===== config.mk =====
export PLATFORM = sky130hd
export DESIGN_NAME = flash_irq_ctrl
export DESIGN_NICKNAME = d
export VERILOG_FILES = /design/src/rtl/flash_irq_pkg.sv /design/src/rtl/busy_phase_tracker.sv /design/src/rtl/flag_status_bank.sv /design/src/rtl/held_event_gate.sv /design/src/rtl/irq_merge.sv /design/src/rtl/flash_irq_ctrl.sv
export SDC_FILE = /design/constraint.sdc
export NUM_CORES = 1
export LEC_CHECK = 0
export ABC_AREA = 1
export BUFFER_PORTS_ARGS = -buffer_cell sky130_fd_sc_hd__buf_2
export CAP_MARGIN = 20
export CORE_MARGIN = 3
export CORE_UTILIZATION = 41
export CTS_BUF_LIST = sky130_fd_sc_hd__clkbuf_2 sky130_fd_sc_hd__clkbuf_4 sky130_fd_sc_hd__clkbuf_8
export CTS_CLUSTER_DIAMETER = 60
export DETAILED_ROUTE_END_ITERATION = 10
export GPL_TIMING_DRIVEN = 0
export PLACE_DENSITY = 0.67
export SYNTH_ARGS = -nofsm -noshare
export SYNTH_HDL_FRONTEND = slang
export SYNTH_SLANG_ARGS = --single-unit

===== constraint.sdc =====
create_clock -name clk -period 0.96 [get_ports clk]
set_input_delay 0.048 -clock clk [delete_from_list [all_inputs] [get_ports clk]]
set_output_delay 0.048 -clock clk [all_outputs]
set_load 0.05 [all_outputs]

===== src/rtl/flash_irq_pkg.sv =====
// Shared constants for the flash status and interrupt controller.
// Assumes the flag and source positions below are fixed by software.
package flash_irq_pkg;
    localparam int FLAG_W  = 8;
    localparam int NUM_SRC = 7;
    localparam int NUM_HELD = 2;

    // Status flag positions
    localparam int FLG_PROG   = 0;
    localparam int FLG_ERASE  = 1;
    localparam int FLG_ABORT  = 2;
    localparam int FLG_VERIFY = 3;
    localparam int FLG_PROT   = 4;
    localparam int FLG_SEQ    = 5;
    localparam int FLG_SBE    = 6;
    localparam int FLG_DBE    = 7;

    // Interrupt source (enable bit) positions
    localparam int SRC_DONE   = 0;
    localparam int SRC_ABORT  = 1;
    localparam int SRC_VERIFY = 2;
    localparam int SRC_PROT   = 3;
    localparam int SRC_SEQ    = 4;
    localparam int SRC_SBE    = 5;
    localparam int SRC_DBE    = 6;
endpackage


===== src/rtl/busy_phase_tracker.sv =====
// Tracks the busy level of the flash controller.
// Reports the cycle in which busy falls and the operation type latched at its rise.
// Assumes op_is_erase is valid on the cycle busy rises.
module busy_phase_tracker (
    input  logic clk,
    input  logic rst_n,
    input  logic busy,
    input  logic op_is_erase,
    output logic busy_fall,
    output logic end_is_erase
);
    logic busy_q;
    logic op_q;

    // Register busy and capture the operation type at the rising edge.
    always_ff @(posedge clk) begin
        if (!rst_n) begin
            busy_q <= 1'b0;
            op_q   <= 1'b0;
        end else begin
            busy_q <= busy;
            if (busy && !busy_q) begin
                op_q <= op_is_erase;
            end
        end
    end

    // Falling edge of busy: registered high, input low.
    always_comb begin
        busy_fall    = busy_q && !busy;
        end_is_erase = op_q;
    end
endmodule


===== src/rtl/flag_status_bank.sv =====
// Sticky status flags with write-one-to-clear.
// A set has priority over a clear in the same cycle.
module flag_status_bank #(
    parameter int W = 8
) (
    input  logic         clk,
    input  logic         rst_n,
    input  logic [W-1:0] set_vec,
    input  logic [W-1:0] clr_vec,
    output logic [W-1:0] flags
);
    logic [W-1:0] flag_q;

    // One sticky flop per flag; new events win over software clears.
    generate
        for (genvar i = 0; i < W; i++) begin : g_flag
            always_ff @(posedge clk) begin
                if (!rst_n) begin
                    flag_q[i] <= 1'b0;
                end else if (set_vec[i]) begin
                    flag_q[i] <= 1'b1;
                end else if (clr_vec[i]) begin
                    flag_q[i] <= 1'b0;
                end
            end
        end
    endgenerate

    // Drive the output from the flag registers.
    always_comb flags = flag_q;
endmodule


===== src/rtl/held_event_gate.sv =====
// Defers interrupt qualification of events that arrive while busy is high.
// An event with busy low qualifies at once. An event during busy is kept pending
// and qualifies on the falling cycle, gated by the enable value at that time.
module held_event_gate #(
    parameter int N = 2
) (
    input  logic         clk,
    input  logic         rst_n,
    input  logic         busy,
    input  logic         busy_fall,
    input  logic [N-1:0] ev,
    input  logic [N-1:0] en,
    output logic [N-1:0] hit
);
    logic [N-1:0] pend_q;

    // Keep a pending bit per source until busy falls.
    always_ff @(posedge clk) begin
        if (!rst_n) begin
            pend_q <= '0;
        end else begin
            pend_q <= (pend_q & ~{N{busy_fall}}) | (ev & {N{busy}});
        end
    end

    // Immediate hits when idle, released hits on the falling cycle.
    always_comb begin
        hit = (ev & ~{N{busy}} & en) | (pend_q & {N{busy_fall}} & en);
    end
endmodule


===== src/rtl/irq_merge.sv =====
// Merges all qualified sources into one registered request pulse.
// Assumes each hit lasts one cycle, so the output lasts one cycle per event cycle.
module irq_merge #(
    parameter int N = 7
) (
    input  logic         clk,
    input  logic         rst_n,
    input  logic [N-1:0] hit,
    output logic         irq
);
    logic irq_q;

    // Register the OR of all qualified sources.
    always_ff @(posedge clk) begin
        if (!rst_n) begin
            irq_q <= 1'b0;
        end else begin
            irq_q <= |hit;
        end
    end

    // Drive the request output from its register.
    always_comb irq = irq_q;
endmodule


===== src/rtl/flash_irq_ctrl.sv =====
// Flash status and interrupt controller top.
// Collects flash events into sticky flags, holds the enable mask and raises one
// pulse-style interrupt request. Address 0: status (W1C); address 1: enable mask.
// Assumes DATA_W >= FLAG_W and event inputs are single-cycle pulses.
module flash_irq_ctrl
    import flash_irq_pkg::*;
#(
    parameter int DATA_W = 8
) (
    input  logic              clk,
    input  logic              rst_n,
    input  logic              busy,
    input  logic              op_is_erase,
    input  logic              ev_abort,
    input  logic              ev_verify,
    input  logic              ev_prot,
    input  logic              ev_seq,
    input  logic              ev_sbe,
    input  logic              ev_dbe,
    input  logic              wr_en,
    input  logic              wr_addr,
    input  logic [DATA_W-1:0] wr_data,
    input  logic              rd_addr,
    output logic [DATA_W-1:0] rd_data,
    output logic              irq
);
    logic                busy_fall;
    logic                end_is_erase;
    logic [FLAG_W-1:0]   set_vec;
    logic [FLAG_W-1:0]   clr_vec;
    logic [FLAG_W-1:0]   flag_q;
    logic [NUM_SRC-1:0]  en_q;
    logic [NUM_SRC-1:0]  hit_vec;
    logic [NUM_HELD-1:0] held_ev;
    logic [NUM_HELD-1:0] held_en;
    logic [NUM_HELD-1:0] held_hit;

    busy_phase_tracker u_busy (
        .clk          (clk),
        .rst_n        (rst_n),
        .busy         (busy),
        .op_is_erase  (op_is_erase),
        .busy_fall    (busy_fall),
        .end_is_erase (end_is_erase)
    );

    // Map events onto status flag positions.
    always_comb begin
        set_vec             = '0;
        set_vec[FLG_PROG]   = busy_fall && !end_is_erase;
        set_vec[FLG_ERASE]  = busy_fall && end_is_erase;
        set_vec[FLG_ABORT]  = ev_abort;
        set_vec[FLG_VERIFY] = ev_verify;
        set_vec[FLG_PROT]   = ev_prot;
        set_vec[FLG_SEQ]    = ev_seq;
        set_vec[FLG_SBE]    = ev_sbe;
        set_vec[FLG_DBE]    = ev_dbe;
    end

    // Software write-one-to-clear at address 0.
    always_comb clr_vec = (wr_en && !wr_addr) ? wr_data[FLAG_W-1:0] : '0;

    flag_status_bank #(.W(FLAG_W)) u_flags (
        .clk     (clk),
        .rst_n   (rst_n),
        .set_vec (set_vec),
        .clr_vec (clr_vec),
        .flags   (flag_q)
    );

    // Enable mask register at address 1; all sources off after reset.
    always_ff @(posedge clk) begin
        if (!rst_n) begin
            en_q <= '0;
        end else if (wr_en && wr_addr) begin
            en_q <= wr_data[NUM_SRC-1:0];
        end
    end

    // Route the two deferrable sources through the held gate.
    always_comb begin
        held_ev = {ev_verify, ev_abort};
        held_en = {en_q[SRC_VERIFY], en_q[SRC_ABORT]};
    end

    held_event_gate #(.N(NUM_HELD)) u_held (
        .clk       (clk),
        .rst_n     (rst_n),
        .busy      (busy),
        .busy_fall (busy_fall),
        .ev        (held_ev),
        .en        (held_en),
        .hit       (held_hit)
    );

    // Qualify every source with its enable bit.
    always_comb begin
        hit_vec             = '0;
        hit_vec[SRC_DONE]   = busy_fall && en_q[SRC_DONE];
        hit_vec[SRC_ABORT]  = held_hit[0];
        hit_vec[SRC_VERIFY] = held_hit[1];
        hit_vec[SRC_PROT]   = ev_prot && en_q[SRC_PROT];
        hit_vec[SRC_SEQ]    = ev_seq && en_q[SRC_SEQ];
        hit_vec[SRC_SBE]    = ev_sbe && en_q[SRC_SBE];
        hit_vec[SRC_DBE]    = ev_dbe && en_q[SRC_DBE];
    end

    irq_merge #(.N(NUM_SRC)) u_irq (
        .clk   (clk),
        .rst_n (rst_n),
        .hit   (hit_vec),
        .irq   (irq)
    );

    // Read multiplexer for the two registers.
    always_comb begin
        rd_data = '0;
        if (!rd_addr) begin
            rd_data[FLAG_W-1:0] = flag_q;
        end else begin
            rd_data[NUM_SRC-1:0] = en_q;
        end
    end
endmodule


; Word level (Yosys, flattened, before mapping)
; Index checks and enable logic that the tools add are counted.
[word_totals]
ff_bits = 20
out_inout_bits = 9
wordCells = 66
[op_classes]
muxes = 19
bitwise_logic = 10
n_reduce_logical = 24
[op_table]
columns = operator, n
row1 = $mux W1, 17
row2 = $reduce_bool A2 Y1, 8
row3 = $and A2 B2 Y2, 6
row4 = $logic_and A1 B1 Y1, 11
row5 = $mux W8, 1
row6 = $mux W7, 1
row7 = $reduce_or A7 Y1, 1
row8 = $logic_not A1 Y1, 4
row9 = $not A2 Y2, 2
row10 = $or A2 B2 Y2, 2

; Longest topological paths before layout
; Gate-level depths: netlist of the first run.
[logic_depth]
word_depth = 6
depth_mapped = 6
mapped_depth_nobuf = 6

; By module
; From an unflattened synthesis of the first run, not the netlist that was laid out.
[unflattened]
hier_cells = 172
area_unflattened_um2 = 1017.2
[modules_own_cells]
columns = mod, instances, cells_per_inst, area_per_inst_um2
row1 = flash_irq_ctrl, 1, 93, 489.2
row2 = flag_status_bank, 1, 41, 294.0
row3 = held_event_gate, 1, 17, 103.8
row4 = busy_phase_tracker, 1, 11, 76.3
row5 = irq_merge, 1, 10, 53.8

; Least setup slack after synthesis of the first run
; Ideal clock, no wire load.
[synth_path]
kind = flip-flop to output port
startpoint = register u_flags.flag_q[1], in the netlist u_flags.flags[1]
endpoint = output rd_data[1]
arrival_time_ps = 1109
setup_slack_ps = -197
path_stages_with_launch = 3
n_path_buf = 0
path_cell_list = dfxtp_1 nor2_1 a21oi_1
[synth_between]
elab_chain_cells = 1
[synth_lines]
columns = item, line_no
row1 = from (decl), flag_status_bank.sv:12  ; logic [W-1:0] flag_q;
row2 = "from (signal, indexed assignment)", flag_status_bank.sv:19  ; flag_q[i] <= 1'b0;
row3 = "from (signal, indexed assignment)", flag_status_bank.sv:21  ; flag_q[i] <= 1'b1;
row4 = "from (signal, indexed assignment)", flag_status_bank.sv:23  ; flag_q[i] <= 1'b0;
row5 = $mux W7, flash_irq_ctrl.sv:118  ; if (!rd_addr) begin
row6 = to (decl), flash_irq_ctrl.sv:24  ; output logic [DATA_W-1:0] rd_data,
; No other way between the ends.

; Worst setup path in the final report of the first run
[layout_path]
startpoint = register en_q[5]
endpoint = output rd_data[5]
[layout_between]
elab_chain_cells = 1
[layout_lines]
columns = item, line_no
row1 = from (decl), flash_irq_ctrl.sv:32  ; logic [NUM_SRC-1:0] en_q;
row2 = from (signal assigned), flash_irq_ctrl.sv:76  ; en_q <= wr_data[NUM_SRC-1:0];
row3 = $mux W7, flash_irq_ctrl.sv:118
; No other way between the ends.

==> results of run 1 <==
==> final cells by class <==
class,count,share of cell area
plain buffers,4,0.02995
clock buffers,4,0.02632
inverters,13,0.03902
multi-input cells,83,0.3312
flip-flops and latches,20,0.3004
well taps,27,0.02450
repair buffers,42,0.2486
==> registers in the layout, summed over array words and instances, names as in the netlist <==
name	count
u_flags.flags	8
en_q	7
u_held.pend_q	2
u_busy.busy_q	1
u_busy.end_is_erase	1
u_irq.irq	1
==> worst max-delay path, cell delays in order (launching register included) <==
cell	delay (ps)
sky130_fd_sc_hd__dfxtp_2	350
sky130_fd_sc_hd__mux2_4	270
sky130_fd_sc_hd__buf_8	150
==> Yosys cell counts <==
cell type / number / share of area
sky130_fd_sc_hd__a21oi_1: 15 / 0.082
sky130_fd_sc_hd__a21oi_2: 2 / 0.019
sky130_fd_sc_hd__buf_6: 3 / 0.037
sky130_fd_sc_hd__clkbuf_4: 1 / 0.0082
sky130_fd_sc_hd__clkinv_1: 1 / 0.0041
sky130_fd_sc_hd__dfxtp_1: 20 / 0.44
sky130_fd_sc_hd__inv_1: 10 / 0.041
sky130_fd_sc_hd__inv_2: 1 / 0.0041
sky130_fd_sc_hd__inv_6: 1 / 0.0096
sky130_fd_sc_hd__mux2_2: 5 / 0.061
sky130_fd_sc_hd__nand2_1: 22 / 0.090
sky130_fd_sc_hd__nand2_4: 1 / 0.012
sky130_fd_sc_hd__nand3_1: 6 / 0.033
sky130_fd_sc_hd__nor2_1: 20 / 0.082
sky130_fd_sc_hd__nor2_4: 1 / 0.012
sky130_fd_sc_hd__o21ai_0: 7 / 0.038
sky130_fd_sc_hd__o21ai_1: 2 / 0.011
sky130_fd_sc_hd__o21ai_2: 2 / 0.019
==> power by group through the flow <==
stage | Sequential [mW] | Combinational [mW] | Clock, mW
floorplan | 0.941 | 0.279 | 0
global placement | 0.930 | 0.389 | 0
detailed placement | 0.933 | 0.395 | 0
CTS | 0.919 | 0.513 | 0.513
global route | 0.926 | 0.574 | 0.544
finish | 0.920 | 0.530 | 0.489
==> layout by cell type, fill, tap and decap left out, types with 5 or more instances in the layout <==
cell type and count:
sky130_fd_sc_hd__nand3_1 6, sky130_fd_sc_hd__dfxtp_2 11, sky130_fd_sc_hd__nor2_1 18, sky130_fd_sc_hd__dfxtp_1 9, sky130_fd_sc_hd__a21oi_1 13, sky130_fd_sc_hd__dlygate4sd3_1 8, sky130_fd_sc_hd__buf_2 18, sky130_fd_sc_hd__buf_6 9
sky130_fd_sc_hd__buf_4 6, sky130_fd_sc_hd__nand2_1 19, sky130_fd_sc_hd__o21ai_0 5, sky130_fd_sc_hd__inv_1 7
==> metrics by stage <==
| stage | total power, mW | hold WS [ps] |
|---|---|---|
| detailed placement | 1.328 | 278.4 |
| finish | 1.939 | 9.726 |
| floorplan | 1.220 | 165.4 |
| global route | 2.044 | 22.43 |
| CTS | 1.945 | 4.840 |
| global placement | 1.320 | 269.3 |
==> path summary, 6_finish.rpt <==
check	startpoint	to	slack (ps)	cells past startpoint
setup / recovery	en_q[5]	rd_data[5]	-150	2
hold / removal	ev_verify	u_held.pend_q[1]	10	3
setup reg to reg	en_q[6]	u_irq.irq	0	7
hold reg to reg	u_busy.end_is_erase	u_flags.flags[1]	480	2
==> kinds of logic (layout without fill, tap and decap cells) <==
kind of cell	after synthesis	in the layout	synth area share
DFF	20	20	0.4366
muxes	5	5	0.06139
and+or+nand+nor	50	50	0.2292
buffers and inverters	17	63	0.1037
AOI/OAI and AO/OA	28	28	0.1692
==> layer usage <==
layer	wire length (um)	GRT usage
met5	0	0
met4	13	0.08085
met3	109	0.02817
met2	1207	0.3327
met1	995	0.2150
==> what timing repair did <==
| action | CTS | global route |
|---|---|---|
| setup endpoints to repair | 8 | 12 |
| gates cloned | 0 | 0 |
| resized for setup | 38 | 8 |
| pin swaps | 3 | 3 |
| hold buffers | 8 | 0 |
| endpoints found under the hold margin | 8 | 0 |
| setup buffers | 6 | 2 |
==> out/summary.txt, run 1 <==
TIMING
-------------------------------------------------------------------------------------
Final total negative setup slack                                            -875.2 ps
Max Transition Viols Final                                                          0
Layout Skew                                                                  3.932 ps
Period utilisation layout                                                       1.160
Slew HR                                                                        0.8285
Final Hold Fails                                                                    0
Final setup fails                                                                   9
Final min period                                                              1114 ps
Actual slew at the worst max-slew pin                                        255.7 ps
Worst-case setup margin in the final layout                                 -153.5 ps
Maximum operating frequency                                                 898.1 MHz
Unrepaired setup endpoints after global routing                                  true

CLOCK TREE
-------------------------------------------------------------------------------------
Number of clock sinks                                                              20
Clock latency at the later pin of the worst-skew pair                          300 ps
TritonCTS clock tree                                                              yes
Number of buffers inserted during clock tree synthesis                              3
CTS root buf                                                             sky130_fd_sc_hd__clkbuf_4
Clock-pin slew of the registers on the worst-case setup and hold paths         110 ps
CTS H-Tree Depth                                                                    1
Maximum buffer depth of the clock tree                                              2

FINAL LAYOUT
-------------------------------------------------------------------------------------
Final Instance Count excl. Fillers                                                193
Synthesis-to-finish area growth                                                50.34%
Post-route core utilization                                                    0.6752
Post-Layout Inst Area                                                    0.001379 mm^2
Total area of multi-input combinational cells                              456.7 um^2
Final nets                                                                        188
Fill cell count                                                                   188
Layout cell share with drive strength beyond 1                                 0.4578
Footprint of the flip-flops and latches                                    414.1 um^2
Count of antenna diodes in the layout                                               0

POWER
-------------------------------------------------------------------------------------
Largest voltage drop on the vdd net                                          844.8 uV
Total internal power                                                         1.361 mW
Power per unit of standard cell area                                     1406 mW/mm^2
Share of power burned in registers                                              0.474
Leakage component of the power                                              0.6490 nW
Part of the total power dissipated in the clock network                         0.252
Combinational share of power                                                    0.273
Switching share of power                                                       0.2979
Net switching component of the power                                        0.5778 mW

FLOORPLAN
-------------------------------------------------------------------------------------
Die extent in y                                                              53.30 um
Area of the core region                                                  0.002042 mm^2
Number of ports placed on the die boundary                                         30
Number of rows in the core area                                                    16
Area enclosed by the die boundary                                        0.002840 mm^2
Initial core utilization                                                       0.4491
Die extent in x                                                              53.30 um

CRITICAL PATH
-------------------------------------------------------------------------------------
Maximum fanout along the worst path                                                 2
WP data arrival                                                               1070 ps
Critical path class                                                      flip-flop to primary output
Kind of start point of the critical path                                    flip-flop
WP data required                                                               910 ps
Crit end category                                                        primary output

RUN STATUS
-------------------------------------------------------------------------------------
Status                                                                   finished, violations left
Violated checks                                                          negative setup slack

DETAILED ROUTING
-------------------------------------------------------------------------------------
Total wire length after detailed routing                                      2327 um
Detailed-route vias per instance                                                4.777
Routed vias                                                                       922
Detailed-route DRC error count                                                      0
ANT nets after route                                                                0
Number of optimization iterations in the first detailed-route pass                  4
Detailed Route Iter0 Violations                                                     9
Routed wire per std cell                                                     12.06 um

SYNTH
-------------------------------------------------------------------------------------
Total number of yosys warnings                                                      0
Post-synth design cell area                                                917.1 um^2
Post-synthesis sequential area ratio                                           0.4366
Mean area per synthesized cell                                             7.643 um^2
Gate count of the mapped netlist                                                  120
#FFs+latches synth                                                                 20
Number of nets produced by synthesis                                              141
Post-synth cell types                                                              18

PLACE
-------------------------------------------------------------------------------------
RD Place Congestion                                                            0.7583
DP HPWL                                                                       1528 um
Post-place setup slack                                                       92.90 ps
Port bufs                                                                          26
Cell Count Post-Placement                                                         173
Area post-placement                                                      0.001091 mm^2

MIN PATH
-------------------------------------------------------------------------------------
Worst Hold Class                                                         primary input to flip-flop

GLOBAL ROUTE
-------------------------------------------------------------------------------------
Pin count of the biggest net entering global routing                               12
Overall fraction of global-route tracks in use                                 0.1862
Number of global-route vias before repair                                         933
First-pass GRT wire length                                                    3843 um
Residual overflow from global routing                                               0
Number of antenna violations at the first check in global routing                   0

FLOW RUN
-------------------------------------------------------------------------------------
Number of violations of the max-capacitance limit                                   0

Note: power is estimated with default switching activity, not from simulation.
==> run 2, diff against run 1 <==
--- a/config.mk
+++ b/config.mk
@@ -14,7 +14,7 @@
 export CTS_CLUSTER_DIAMETER = 60
 export DETAILED_ROUTE_END_ITERATION = 10
 export GPL_TIMING_DRIVEN = 0
-export PLACE_DENSITY = 0.67
+export PLACE_DENSITY_LB_ADDON = 0.2
 export SYNTH_ARGS = -nofsm -noshare
 export SYNTH_HDL_FRONTEND = slang
 export SYNTH_SLANG_ARGS = --single-unit
==> out/summary.txt, run 2 (synthesis results as in run 1) <==
RUN STATUS
-------------------------------------------------------------------------------------
Status                                                                   finished, violations left   unchanged
Violated checks                                                          negative hold slack, negative setup slack   was negative setup slack

CRITICAL PATH
-------------------------------------------------------------------------------------
WP data required                                                               910 ps   about the same
WP data arrival                                                               1070 ps   about the same
Slowest cell on the critical path                                        sky130_fd_sc_hd__dfxtp_2   unchanged
Cell class contributing the biggest share of worst-path delay              flip-flops   unchanged
Worst path buffer plus inverter count                                               1   unchanged
Maximum fanout along the worst path                                                 3   was 2
CP max stage delay                                                             350 ps   about the same
Chain of cells forming the critical path                                 mux2_4, buf_8   unchanged
Crit end category                                                        primary output   unchanged
Kind of start point of the critical path                                    flip-flop   unchanged
Critical path class                                                      flip-flop to primary output   unchanged

CLOCK TREE
-------------------------------------------------------------------------------------
Number of clock sinks                                                              20   unchanged
Number of buffers inserted during clock tree synthesis                              3   unchanged
CTS H-Tree Depth                                                                    1   unchanged
CTS root buf                                                             sky130_fd_sc_hd__clkbuf_4   unchanged
Maximum buffer depth of the clock tree                                              2   unchanged
TritonCTS clock tree                                                              yes   unchanged
Clock latency at the later pin of the worst-skew pair                          290 ps   was 300 ps
Clock-pin slew of the registers on the worst-case setup and hold paths         120 ps   was 110 ps

FLOORPLAN
-------------------------------------------------------------------------------------
Die extent in y                                                              53.30 um   unchanged
Die extent in x                                                              53.30 um   unchanged
Number of rows in the core area                                                    16   unchanged
Initial core utilization                                                       0.4491   unchanged
Area of the core region                                                  0.002042 mm^2   unchanged
Area enclosed by the die boundary                                        0.002840 mm^2   unchanged
Number of ports placed on the die boundary                                         30   unchanged

DETAILED ROUTING
-------------------------------------------------------------------------------------
Routed vias                                                                       964   was 922
ANT nets after route                                                                0   unchanged
Detailed-route vias per instance                                                4.944   was 4.777
Detailed-route DRC error count                                                      0   unchanged
Detailed Route Iter0 Violations                                                    11   was 9
Number of optimization iterations in the first detailed-route pass                  5   was 4
Total wire length after detailed routing                                      2483 um   was 2327 um
Routed wire per std cell                                                     12.73 um   was 12.06 um

POWER
-------------------------------------------------------------------------------------
Net switching component of the power                                        0.5916 mW   was 0.5778 mW
Power per unit of standard cell area                                     1379 mW/mm^2   was 1406 mW/mm^2
Largest voltage drop on the vdd net                                           1094 uV   was 844.8 uV
Part of the total power dissipated in the clock network                         0.247   was 0.252
Total internal power                                                         1.381 mW   was 1.361 mW
Leakage component of the power                                              0.6658 nW   was 0.6490 nW
Combinational share of power                                                    0.285   was 0.273
Total power of the final layout                                              1.972 mW   was 1.939 mW
Switching share of power                                                       0.3000   was 0.2979
Share of power burned in registers                                              0.468   was 0.474

MIN PATH
-------------------------------------------------------------------------------------
Worst Hold Class                                                         primary input to flip-flop   unchanged

TIMING
-------------------------------------------------------------------------------------
Final setup fails                                                                   9   unchanged
Final Hold Fails                                                                    1   was 0
Slew HR                                                                        0.8114   was 0.8285
Unrepaired setup endpoints after global routing                                  true   unchanged
Max Transition Viols Final                                                          0   unchanged
Layout Skew                                                                  3.733 ps   was 3.932 ps
Actual slew at the worst max-slew pin                                        281.1 ps   was 255.7 ps
Hold Slack                                                                 -0.4028 ps   was 9.726 ps
Final total negative setup slack                                            -861.2 ps   was -875.2 ps
Final min period                                                              1116 ps   was 1114 ps
Maximum operating frequency                                                 896.3 MHz   was 898.1 MHz
Period utilisation layout                                                       1.162   was 1.160
Worst-case setup margin in the final layout                                 -155.7 ps   was -153.5 ps

FINAL LAYOUT
-------------------------------------------------------------------------------------
Synthesis-to-finish area growth                                                55.93%   was 50.34%
Most used cells in the layout excluding fill and tap cells               17 x sky130_fd_sc_hd__buf_2, 16 x sky130_fd_sc_hd__nand2_1, 15 x sky130_fd_sc_hd__nor2_1, 13 x sky130_fd_sc_hd__a21oi_1, 12 x sky130_fd_sc_hd__dfxtp_2   was 19 x sky130_fd_sc_hd__nand2_1, 18 x sky130_fd_sc_hd__nor2_1, 18 x sky130_fd_sc_hd__buf_2, 13 x sky130_fd_sc_hd__a21oi_1, 11 x sky130_fd_sc_hd__dfxtp_2
Max FFs per register                                                                8   unchanged
Count of antenna diodes in the layout                                               0   unchanged
Layout cell share with drive strength beyond 1                                 0.5119   was 0.4578
Final nets                                                                        190   was 188
Leading cell type in the layout, fill and taps excluded                  sky130_fd_sc_hd__buf_2   was sky130_fd_sc_hd__nand2_1

GLOBAL ROUTE
-------------------------------------------------------------------------------------
Residual overflow from global routing                                               0   unchanged
Pin count of the biggest net entering global routing                               12   unchanged
Number of antenna violations at the first check in global routing                   0   unchanged
First-pass GRT wire length                                                    3801 um   was 3843 um
Number of global-route vias before repair                                         924   was 933
Overall fraction of global-route tracks in use                                 0.1837   was 0.1862

PLACE
-------------------------------------------------------------------------------------
DP HPWL                                                                       1494 um   was 1528 um
RD Place Congestion                                                            0.7784   was 0.7583
Port bufs                                                                          26   unchanged

FLOW RUN
-------------------------------------------------------------------------------------
Number of violations of the max-capacitance limit                                   0   unchanged

## run 2: changes by cell type in the layout (fill, tap and decap cells not counted), sizes merged
| cell | previous run | this run |
|---|---|---|
| buf | 37 | 39 |
| clkbuf | 5 | 6 |
| dlygate4sd3 | 8 | 7 |
## run 2: final cells by class
class                      instances  area, um^2
timing repair buffer              44       369.1
buffer                             4       41.29
sequential                        20       415.4
fill                             183       611.8
tap                               27       33.78
clock buffer                       4       36.28
multi-input combinational         83       480.5
inverter                          13       53.80
## run 2: final timing paths
path | depth (start not counted) | start | slack (ps) | end
min reg2reg | 2 | u_busy.end_is_erase | 490 | u_flags.flags[1]
max | 2 | en_q[0] | -160 | rd_data[0]
max reg2reg | 7 | en_q[4] | 0 | u_irq.irq
min | 3 | ev_abort | -0.4 | u_held.pend_q[0]
## run 2: power by group through the flow
stage	logic, mW	clock network, mW	registers, mW
3_5_place_dp	0.395	0	0.932
2_1_floorplan	0.279	0	0.941
3_3_place_gp	0.389	0	0.931
6_report	0.563	0.486	0.923
4_1_cts	0.517	0.494	0.918
5_1_grt	0.608	0.537	0.929
## run 2: metal layers
layer,up-vias,part of all wire,track usage,wire length [um]
li1,482,-,-,-
met1,450,0.42,0.2129,1048
met2,28,0.52,0.3245,1283
met3,4,0.052,0.04225,129
met4,0,0.0085,0.06383,21
met5,-,0,0,0
## run 2: through the flow
stage	cell area (um^2)	hold WS, ps	utilization	std cells	setup WS, ps
after floorplan	927.1	165.4	-	120	78.11
after global placement	1091	271.5	0.5343	173	115.5
after detailed placement	1091	281.1	0.5343	173	106.4
after CTS	1350	0.6698	0.6612	191	-158.4
after global routing	1430	11.35	0.7004	195	-187.0
final	1430	-0.4028	0.7004	195	-155.7
## run 2: what timing repair did
item,CTS,global route
pin swaps,2,13
hold endpoints to repair,7,0
buffers inserted,7,5
hold buffers,7,0
setup endpoints to repair,8,12
gates resized for setup,39,19
## run 2: tightest hold or removal path: cells and delay by family
family / cells / cell delay [ps]
compound gates: 1 / 50
simple gates: 1 / 80
buf+inv: 1 / 90
